**src/rtl/fpx_pkg.sv**
```systemverilog
package fpx_pkg;
  typedef enum logic [1:0] {
    ST_IDLE = 2'd0,
    ST_SCAN = 2'd1,
    ST_XFER = 2'd2,
    ST_DONE = 2'd3
  } fpx_state_e;
endpackage

```
**src/rtl/fpx_mask_sel.sv**
```systemverilog
module fpx_mask_sel #(
  parameter int NREG   = 8,
  parameter int IREG_N = 8,
  localparam int SEL_W = (IREG_N > 1) ? $clog2(IREG_N) : 1
) (
  input  logic                   dyn_i,
  input  logic [SEL_W-1:0]       sel_i,
  input  logic [NREG-1:0]        list_i,
  input  logic [IREG_N*NREG-1:0] low_i,
  output logic [NREG-1:0]        mask_o
);
  always_comb begin
    if (dyn_i) mask_o = low_i[int'(sel_i)*NREG +: NREG];
    else       mask_o = list_i;
  end
endmodule

```
**src/rtl/fpx_seq_ctrl.sv**
```systemverilog
module fpx_seq_ctrl
  import fpx_pkg::*;
#(
  parameter int NREG   = 8,
  parameter int BEATS  = 3,
  parameter int WORD_W = 32,
  parameter int ADDR_W = 32,
  localparam int IDX_W  = (NREG > 1) ? $clog2(NREG) : 1,
  localparam int BEAT_W = (BEATS > 1) ? $clog2(BEATS) : 1
) (
  input  logic              clk_i,
  input  logic              rst_ni,
  input  logic              start_i,
  input  logic [NREG-1:0]   mask_i,
  input  logic              to_mem_i,
  input  logic              post_incr_i,
  input  logic [ADDR_W-1:0] base_addr_i,
  input  logic              ack_i,
  input  logic              err_i,
  output logic              xfer_o,
  output logic              we_o,
  output logic [ADDR_W-1:0] addr_o,
  output logic [IDX_W-1:0]  idx_o,
  output logic [BEAT_W-1:0] slot_o,
  output logic              last_beat_o,
  output logic              busy_o,
  output logic              done_o,
  output logic              err_o
);
  localparam logic [ADDR_W-1:0] STEP     = ADDR_W'(WORD_W / 8);
  localparam logic [IDX_W-1:0]  IDX_TOP  = IDX_W'(NREG - 1);
  localparam logic [BEAT_W-1:0] BEAT_TOP = BEAT_W'(BEATS - 1);

  fpx_state_e        state_q;
  logic [NREG-1:0]   mask_q;
  logic              to_mem_q, post_q, err_q;
  logic [IDX_W-1:0]  idx_q, idx_nxt;
  logic [BEAT_W-1:0] beat_q;
  logic [ADDR_W-1:0] addr_q, addr_nxt;
  logic              idx_end;

  assign idx_end  = post_q ? (idx_q == IDX_TOP) : (idx_q == '0);
  assign idx_nxt  = post_q ? idx_q + 1'b1 : idx_q - 1'b1;
  assign addr_nxt = post_q ? addr_q + STEP : addr_q - STEP;

  always_ff @(posedge clk_i or negedge rst_ni) begin
    if (!rst_ni) begin
      state_q  <= ST_IDLE;
      mask_q   <= '0;
      to_mem_q <= 1'b0;
      post_q   <= 1'b0;
      err_q    <= 1'b0;
      idx_q    <= '0;
      beat_q   <= '0;
      addr_q   <= '0;
    end else begin
      unique case (state_q)
        ST_IDLE: if (start_i) begin
          mask_q   <= mask_i;
          to_mem_q <= to_mem_i;
          post_q   <= post_incr_i;
          err_q    <= 1'b0;
          beat_q   <= '0;
          idx_q    <= post_incr_i ? '0 : IDX_TOP;
          addr_q   <= post_incr_i ? base_addr_i : base_addr_i - STEP;
          state_q  <= ST_SCAN;
        end
        ST_SCAN: begin
          if (mask_q[idx_q])  state_q <= ST_XFER;
          else if (idx_end)   state_q <= ST_DONE;
          else                idx_q   <= idx_nxt;
        end
        ST_XFER: if (ack_i) begin
          addr_q <= addr_nxt;
          if (err_i) begin
            err_q   <= 1'b1;
            state_q <= ST_DONE;
          end else if (beat_q == BEAT_TOP) begin
            beat_q <= '0;
            if (idx_end) state_q <= ST_DONE;
            else begin
              idx_q   <= idx_nxt;
              state_q <= ST_SCAN;
            end
          end else begin
            beat_q <= beat_q + 1'b1;
          end
        end
        ST_DONE: state_q <= ST_IDLE;
        default: state_q <= ST_IDLE;
      endcase
    end
  end

  assign xfer_o      = (state_q == ST_XFER);
  assign we_o        = to_mem_q;
  assign addr_o      = addr_q;
  assign idx_o       = idx_q;
  assign slot_o      = post_q ? beat_q : BEAT_TOP - beat_q;
  assign last_beat_o = (beat_q == BEAT_TOP);
  assign busy_o      = (state_q != ST_IDLE);
  assign done_o      = (state_q == ST_DONE);
  assign err_o       = done_o & err_q;


  req_hold_chk: assert property (@(posedge clk_i) disable iff (!rst_ni)
    xfer_o && !ack_i |=> xfer_o && $stable(addr_o) && $stable(idx_o) && $stable(we_o));

  fault_stop_chk: assert property (@(posedge clk_i) disable iff (!rst_ni)
    xfer_o && ack_i && err_i |=> done_o && err_o && !xfer_o);

  done_pulse_chk: assert property (@(posedge clk_i) disable iff (!rst_ni)
    done_o |=> !done_o && !busy_o);

  addr_step_chk: assert property (@(posedge clk_i) disable iff (!rst_ni)
    xfer_o && ack_i && !err_i && !last_beat_o |=>
      xfer_o && (addr_o == (post_q ? $past(addr_o) + STEP : $past(addr_o) - STEP)));

  start_ignore_chk: assert property (@(posedge clk_i) disable iff (!rst_ni)
    busy_o && !done_o |=> $stable(mask_q) && $stable(to_mem_q) && $stable(post_q));
endmodule

```
**src/rtl/fpx_beat_data.sv**
```systemverilog
module fpx_beat_data #(
  parameter int WORD_W = 32,
  parameter int BEATS  = 3,
  localparam int REG_W  = WORD_W * BEATS,
  localparam int BEAT_W = (BEATS > 1) ? $clog2(BEATS) : 1
) (
  input  logic              clk_i,
  input  logic              rst_ni,
  input  logic [BEAT_W-1:0] slot_i,
  input  logic              capture_i,
  input  logic [WORD_W-1:0] rdata_i,
  input  logic [REG_W-1:0]  rd_reg_i,
  output logic [WORD_W-1:0] wdata_o,
  output logic [REG_W-1:0]  asm_o
);
  logic [WORD_W-1:0] hold_q [BEATS];

  always_ff @(posedge clk_i or negedge rst_ni) begin
    if (!rst_ni) begin
      for (int k = 0; k < BEATS; k++) hold_q[k] <= '0;
    end else if (capture_i) begin
      for (int k = 0; k < BEATS; k++)
        if (slot_i == BEAT_W'(k)) hold_q[k] <= rdata_i;
    end
  end

  // slot 0 is the most significant word
  always_comb begin
    wdata_o = '0;
    for (int k = 0; k < BEATS; k++) begin
      asm_o[REG_W-1-WORD_W*k -: WORD_W] =
        (capture_i && slot_i == BEAT_W'(k)) ? rdata_i : hold_q[k];
      if (slot_i == BEAT_W'(k)) wdata_o = rd_reg_i[REG_W-1-WORD_W*k -: WORD_W];
    end
  end
endmodule

```
**src/rtl/fp_list_xfer.sv**
```systemverilog
module fp_list_xfer #(
  parameter int NREG   = 8,
  parameter int IREG_N = 8,
  parameter int WORD_W = 32,
  parameter int BEATS  = 3,
  parameter int ADDR_W = 32,
  localparam int REG_W = WORD_W * BEATS,
  localparam int IDX_W = (NREG > 1) ? $clog2(NREG) : 1,
  localparam int SEL_W = (IREG_N > 1) ? $clog2(IREG_N) : 1
) (
  input  logic                   clk_i,
  input  logic                   rst_ni,
  input  logic                   start_i,
  input  logic                   to_mem_i,
  input  logic                   post_incr_i,
  input  logic                   dyn_mask_i,
  input  logic [SEL_W-1:0]       dyn_sel_i,
  input  logic [NREG-1:0]        list_mask_i,
  input  logic [IREG_N*NREG-1:0] int_low_i,
  input  logic [ADDR_W-1:0]      base_addr_i,
  output logic                   mem_req_o,
  output logic                   mem_we_o,
  output logic [ADDR_W-1:0]      mem_addr_o,
  output logic [WORD_W-1:0]      mem_wdata_o,
  input  logic                   mem_ack_i,
  input  logic                   mem_err_i,
  input  logic [WORD_W-1:0]      mem_rdata_i,
  output logic [IDX_W-1:0]       fpr_rd_idx_o,
  input  logic [REG_W-1:0]       fpr_rd_data_i,
  output logic                   fpr_wr_en_o,
  output logic [IDX_W-1:0]       fpr_wr_idx_o,
  output logic [REG_W-1:0]       fpr_wr_data_o,
  output logic                   busy_o,
  output logic                   done_o,
  output logic                   err_o
);
  localparam int BEAT_W = (BEATS > 1) ? $clog2(BEATS) : 1;

  logic [NREG-1:0]   mask;
  logic              xfer, we, last_beat, beat_ok;
  logic [IDX_W-1:0]  idx;
  logic [BEAT_W-1:0] slot;

  fpx_mask_sel #(.NREG(NREG), .IREG_N(IREG_N)) i_mask_sel (
    .dyn_i  (dyn_mask_i),
    .sel_i  (dyn_sel_i),
    .list_i (list_mask_i),
    .low_i  (int_low_i),
    .mask_o (mask)
  );

  fpx_seq_ctrl #(.NREG(NREG), .BEATS(BEATS), .WORD_W(WORD_W), .ADDR_W(ADDR_W)) i_ctrl (
    .clk_i       (clk_i),
    .rst_ni      (rst_ni),
    .start_i     (start_i),
    .mask_i      (mask),
    .to_mem_i    (to_mem_i),
    .post_incr_i (post_incr_i),
    .base_addr_i (base_addr_i),
    .ack_i       (mem_ack_i),
    .err_i       (mem_err_i),
    .xfer_o      (xfer),
    .we_o        (we),
    .addr_o      (mem_addr_o),
    .idx_o       (idx),
    .slot_o      (slot),
    .last_beat_o (last_beat),
    .busy_o      (busy_o),
    .done_o      (done_o),
    .err_o       (err_o)
  );

  assign beat_ok = xfer & mem_ack_i & ~mem_err_i;

  fpx_beat_data #(.WORD_W(WORD_W), .BEATS(BEATS)) i_data (
    .clk_i     (clk_i),
    .rst_ni    (rst_ni),
    .slot_i    (slot),
    .capture_i (beat_ok & ~we),
    .rdata_i   (mem_rdata_i),
    .rd_reg_i  (fpr_rd_data_i),
    .wdata_o   (mem_wdata_o),
    .asm_o     (fpr_wr_data_o)
  );

  assign mem_req_o    = xfer;
  assign mem_we_o     = xfer & we;
  assign fpr_rd_idx_o = idx;
  assign fpr_wr_idx_o = idx;
  assign fpr_wr_en_o  = beat_ok & ~we & last_beat;


  wr_once_chk: assert property (@(posedge clk_i) disable iff (!rst_ni)
    fpr_wr_en_o |-> mem_req_o && !mem_we_o && mem_ack_i && !mem_err_i);

  wr_gap_chk: assert property (@(posedge clk_i) disable iff (!rst_ni)
    fpr_wr_en_o |=> !fpr_wr_en_o);

  store_no_wr_chk: assert property (@(posedge clk_i) disable iff (!rst_ni)
    mem_we_o |-> !fpr_wr_en_o);
endmodule

```
**config.mk**
```make
export PLATFORM = sky130hd
export DESIGN_NAME = fp_list_xfer
export DESIGN_NICKNAME = d
export VERILOG_FILES = /design/src/rtl/fpx_pkg.sv /design/src/rtl/fpx_mask_sel.sv /design/src/rtl/fpx_seq_ctrl.sv /design/src/rtl/fpx_beat_data.sv /design/src/rtl/fp_list_xfer.sv
export SDC_FILE = /design/constraint.sdc
export NUM_CORES = 1
export LEC_CHECK = 0
export ABC_CLOCK_PERIOD_IN_PS = 3900
export BUFFER_PORTS_ARGS = -buffer_cell sky130_fd_sc_hd__buf_4
export CAP_MARGIN = 5
export CELL_PAD_IN_SITES_DETAIL_PLACEMENT = 2
export CELL_PAD_IN_SITES_GLOBAL_PLACEMENT = 2
export CORE_MARGIN = 1.5
export CORE_UTILIZATION = 28
export CTS_CLUSTER_DIAMETER = 80
export CTS_CLUSTER_SIZE = 16
export DETAILED_ROUTE_END_ITERATION = 10
export PLACE_DENSITY_LB_ADDON = 0.1
export SKIP_CTS_REPAIR_TIMING = 1
export SLEW_MARGIN = 20
export SYNTH_ARGS = -nofsm -noshare
export SYNTH_HDL_FRONTEND = slang
export SYNTH_SLANG_ARGS = --single-unit
```
**constraint.sdc**
```tcl
create_clock -name clk_i -period 3.9 [get_ports clk_i]
set_input_delay 0.39 -clock clk_i [delete_from_list [all_inputs] [get_ports clk_i]]
set_output_delay 0.39 -clock clk_i [all_outputs]
set_load 0.05 [all_outputs]
```
* Word-level counts from Yosys, hierarchy flattened
Index checks and enable logic that the tools add are counted.
Word-level totals: register bits after elaboration 146, bits of input ports 243, output and inout bits 172, word-level logic and storage cells 103
Operators by class: $lt $le $gt $ge 1, reduce and logical (&&, ||, !) cells 18, eq/ne operators 15, muxes and demuxes 42, add/subtract/negate cells 7, bitwise logic cells 8, shift-type cells 1
Operators with widths (number):
- $mux 32 | 10
- $pmux 32 s2 | 1
- $shiftx 64x7->8 | 1
- $sub 32x3->32 const B | 2
- $add 32x3->32 const B | 1
- $mux 2 | 12
- $mux 3 | 8
- $reduce_and 4->1 | 3
- $ne 2x2->1 const B | 5
- $pmux 3 s3 | 1
- $eq 2x2->1 const B | 4
- $mux 8 | 1
- $pmux 2 s4 | 1
- $reduce_and 2->1 | 4
- $and 1x1->1 | 6
- $reduce_and 6->1 | 1
- $mux 1 | 5
- $eq 2x1->1 const B | 2
- $logic_not 2->1 | 2
- $lt 3x4->1 const B | 1
- $pmux 2 s2 | 1
- $reduce_bool 2->1 | 2
- $add 3x1->3 const B | 1
- $bmux 1 s3 | 1
- other kinds (13) | 16

* Logic depth before layout (Yosys ltp)
depth in word-level cells 7, gate-level depth with buffers 12, mapped depth without buffers 11

* Modules after synthesis
Synthesis repeated with hierarchy kept, for this count alone.
Second synthesis, totals: cells, all modules 932, area, all modules 9855.7 µm²
By module, submodules not included:
- fpx_beat_data | instances 1, area an instance 4685.7 µm², sequential area each 2402.3 µm², cells an instance 316
- fpx_seq_ctrl | instances 1, area an instance 4436.8 µm², sequential area each 1251.2 µm², cells an instance 526
- fpx_mask_sel | instances 1, area an instance 685.7 µm², sequential area each 0.0 µm², cells an instance 84
- fp_list_xfer | instances 1, area an instance 47.5 µm², sequential area each 0.0 µm², cells an instance 6

* Least setup slack after synthesis
Ideal clock, no wire load.
path kind register to output, from register i_ctrl.post_q, to output port mem_wdata_o[10], path slack 427 ps, stages on the path, launching flop included 7, buffers on the path 1, data arrival time 3083 ps, required time 3510 ps, cell sequence dfrtp_1 > inv_1 > mux2i_1 > nor2_1 > clkbuf_1 > a22oi_1 > o21ai_0
On the way: word-level cells in the longest chain between the ends 5, elaborated cells between the ends (all ways) 7, those cells by class eq/ne: 2; mux: 4; reduce/logical: 1
RTL lines:
- from (decl) | RTL line fpx_seq_ctrl.sv:36 | logic to_mem_q, post_q, err_q;
- from (signal assigned) | RTL line fpx_seq_ctrl.sv:61 | post_q <= post_incr_i;
- $mux 2 * | RTL line fpx_seq_ctrl.sv:99 | assign slot_o = post_q ? beat_q : BEAT_TOP - beat_q;
- $logic_not 2->1 | RTL line fpx_beat_data.sv:33 | if (slot_i == BEAT_W'(k)) wdata_o = rd_reg_i[REG_W-1-WORD_W*k -: WORD_W];
- $mux 32 (2 in series) | RTL line fpx_beat_data.sv:33
- $mux 32 * | RTL line fpx_beat_data.sv:33
- to (decl) | RTL line fp_list_xfer.sv:24 | output logic [WORD_W-1:0] mem_wdata_o,
Mark *: on every way between the ends. The rest lies on a longest branch, timed or not.

* Worst setup path after layout
from register i_ctrl.post_q, to output port fpr_wr_data_o[65]
On the way: word-level cells in the longest chain between the ends 4
RTL lines:
- $mux 2 | RTL line fpx_seq_ctrl.sv:99
- $logic_not 2->1 | RTL line fpx_beat_data.sv:32 | (capture_i && slot_i == BEAT_W'(k)) ? rdata_i : hold_q[k];
- $logic_and 1x1->1 | RTL line fpx_beat_data.sv:32
- $mux 32 | RTL line fpx_beat_data.sv:32
- to (decl) | RTL line fp_list_xfer.sv:32 | output logic [REG_W-1:0] fpr_wr_data_o,
No other way between the ends.

==> impl_results.md <==
- Status: complete, no violations
- Register bit count reported by yosys: 146
- Yosys warnings: 0
- Chip height: 184 um
- Final Wtd Congestion: 0.832
- R2r worst-path depth: 12
- CTS Buffer Depth: 2
- Buf/Inv on CP: 5
- Io pins: 415
- Worst reg-to-reg setup slack: 480 ps
- Root Driver: clkbuf_16
- Reg-to-Reg End: i_ctrl.addr_o[30]
- Critical path startpoint category: register
- Period utilization: 94.4%
- Crit path from: i_ctrl.post_q
- Ranking of synthesized cells by area: dfrtp_1 40%, mux2_2 12%, o21ai_0 5.5%
- Syn Nets: 1185
- Total global routing overflow: 0
- Critical Path Fanout Max: 35
- Critical Path AT: 3290 ps
- Most frequent CP cell: buf_4
- Final slew viol count: 0
- Clock skew: 14.9 ps
- Family with the most delay on the worst path: buffers and inverters
- Final nets: 1587
- Minimum hold slack: 39.6 ps
- Worst endpoint required time: 3510 ps
- Post-Route WL: 38.6 mm
- Average size of a mapped cell: 10.2 um2
- 1st-pass router iterations: 4
- Slowest CP cell: inv_1
- Port buffer count: 414
- Synth top area share: 39.9%
- Die Span X: 184 um
- Post-synth EDFFs: 0
- Total GRT Usage: 22.4%
- Area Overhead vs Synth: 45.8%
- Leading cell type in the layout, fill and taps excluded: buf_4
- Pin count of the biggest net entering global routing: 96
- Post-DP HPWL: 30.1 mm
- Slew @ Worst Pin: 969 ps
- Vias in the first global route: 9514
- Site row count: 66
- Largest area contributor in the netlist: dfrtp_1
- First-pass GRT wire length: 57.8 mm
- Layout Cells excl Fill: 1759
- TritonCTS clock tree: done
- Final setup TNS: 0 ps
- Critical path type: reg -> out
- Slew Limit Headroom: 35.4%
- Endpoint class of the critical path: primary output
- Placeable Area: 32400 um2
- Hold crit path type: in -> async
- H-tree levels: 4
- Via count: 8781
- Ys flop type: dfrtp_1
- Starting Density: 28.3%
- Commonest non-fill, non-tap cells in the layout: 425 x buf_4, 146 x dfrtp_1, 101 x o21ai_0
- Clock sink count: 146
- Drt via density: 4.99
- Cells after DPL: 1727
- Register cell area after layout: 3650 um2
- Fmax: 0.272 GHz
- Max-cap violation count: 0
- Reg-to-Reg Start: i_ctrl.post_q
- Ys async rst share: 100%
- Post-route DRC: 0
- Synth cell types: 69
- Post-synthesis sequential area ratio: 39.9%
- Synthesized area: 9160 um2
- Clock slew at reported path FFs: 70 ps
- # fillers: 3579
- DRT antenna net count: 0
- Share of post-route cells with drive strength above 1: 45.2%
- Post-layout minimum cycle time: 3680 ps
- Skew-Pair Late Insertion Delay: 440 ps
- Slowest stage delay, CP: 500 ps
- RSZ-0062 raised after global routing: false
- DR iter-0 viols: 381
- Final-report setup violation count: 0
- Die ar.: 33800 um2
- Average wire per standard cell: 21.9 um
- Final hold viol count: 0
- CTS Buf Count: 17
- Mapped Cells: 902
- CP Cell Sequence: inv_1 > buf_4 > mux2i_4 > buf_4 > nor3b_2 > buf_4 > mux2_2 > buf_4
- Antenna violations before repair: 2
- Multi-input gate area: 5280 um2
-- worst max path at each step --
| stage | endpoint | slack (ps) | cells after the start |
|---|---|---|---|
| CTS | fpr_wr_data_o[91] | 140 | 8 |
| finish | fpr_wr_data_o[65] | 220 | 8 |
| global placement | i_ctrl.addr_o[31] | 630 | 12 |
| floorplan | mem_wdata_o[10] | 430 | 6 |
| detailed placement | i_ctrl.addr_o[31] | 490 | 11 |
| global route | fpr_wr_data_o[64] | 7 | 8 |
-- metrics by stage --
step / worst slack (ps) / utilization (%) / cell area [um2]
floorplan: 427 / - / 9160
global placement: 627 / 39.5 / 12800
detailed placement: 490 / 39.5 / 12800
CTS: 143 / 41.2 / 13300
global route: 6.81 / 41.2 / 13300
finish: 218 / 41.2 / 13400
-- cell usage after synthesis (5+ instances only) --
cell type / instances
a21o_1: 10
a21oi_1: 56
a22oi_1: 41
a31oi_1: 8
and2_1: 5
buf_2: 7
clkbuf_1: 29
dfrtp_1: 146
ha_1: 38
inv_1: 16
mux2_2: 95
mux2i_1: 11
mux4_2: 18
nand2_1: 96
nand2b_1: 10
nand3_1: 5
nand4_1: 6
nor2_1: 42
nor2b_1: 5
nor3_1: 14
o21ai_0: 101
xnor2_1: 25
xor2_1: 25
-- sequential cells by signal (all words and copies together), names as in the netlist --
name,flops
i_ctrl.idx_o,3
i_ctrl.we_o,1
i_data.hold_q,96
i_ctrl.post_q,1
i_ctrl.err_q,1
i_ctrl.addr_o,32
i_ctrl.beat_q,2
i_ctrl.mask_q,8
i_ctrl.state_q,2
-- cell type report --
| class | count | area share, % |
|---|---|---|
| multi-input cells | 695 | 39.5 |
| clock inverters | 11 | 0.984 |
| clock buffers | 20 | 3.35 |
| repair buffers | 427 | 24.1 |
| well taps | 442 | 4.14 |
| flip-flops and latches | 146 | 27.4 |
| diodes | 1 | 0.0187 |
| inverters | 17 | 0.478 |
-- cells by family (layout without fill, tap and decap cells) --
family,after synthesis,count (layout),share of synthesized area (%)
adders and majority gates,40,40,5.63
muxes,128,128,17.8
and+or+nand+nor,223,223,12.5
other,0,1,0
xor gates and xnor gates,50,50,4.78
buffers and inverters,61,475,2.80
AOI/OAI and AO/OA,254,254,16.6
DFF,146,146,39.9
-- per-layer routing --
layer	part of all wire, %	track usage (%)	routed length [um]	vias to the layer above
li1	-	-	-	4118
met1	43	28.6	16700	4360
met2	49	37.7	18900	268
met3	6.5	6.62	2500	33
met4	1.1	4.16	422	2
met5	0.034	0	13	-
Power is not shown: default switching activity piles up to over one toggle a cycle in this logic, so the estimate is an artifact.
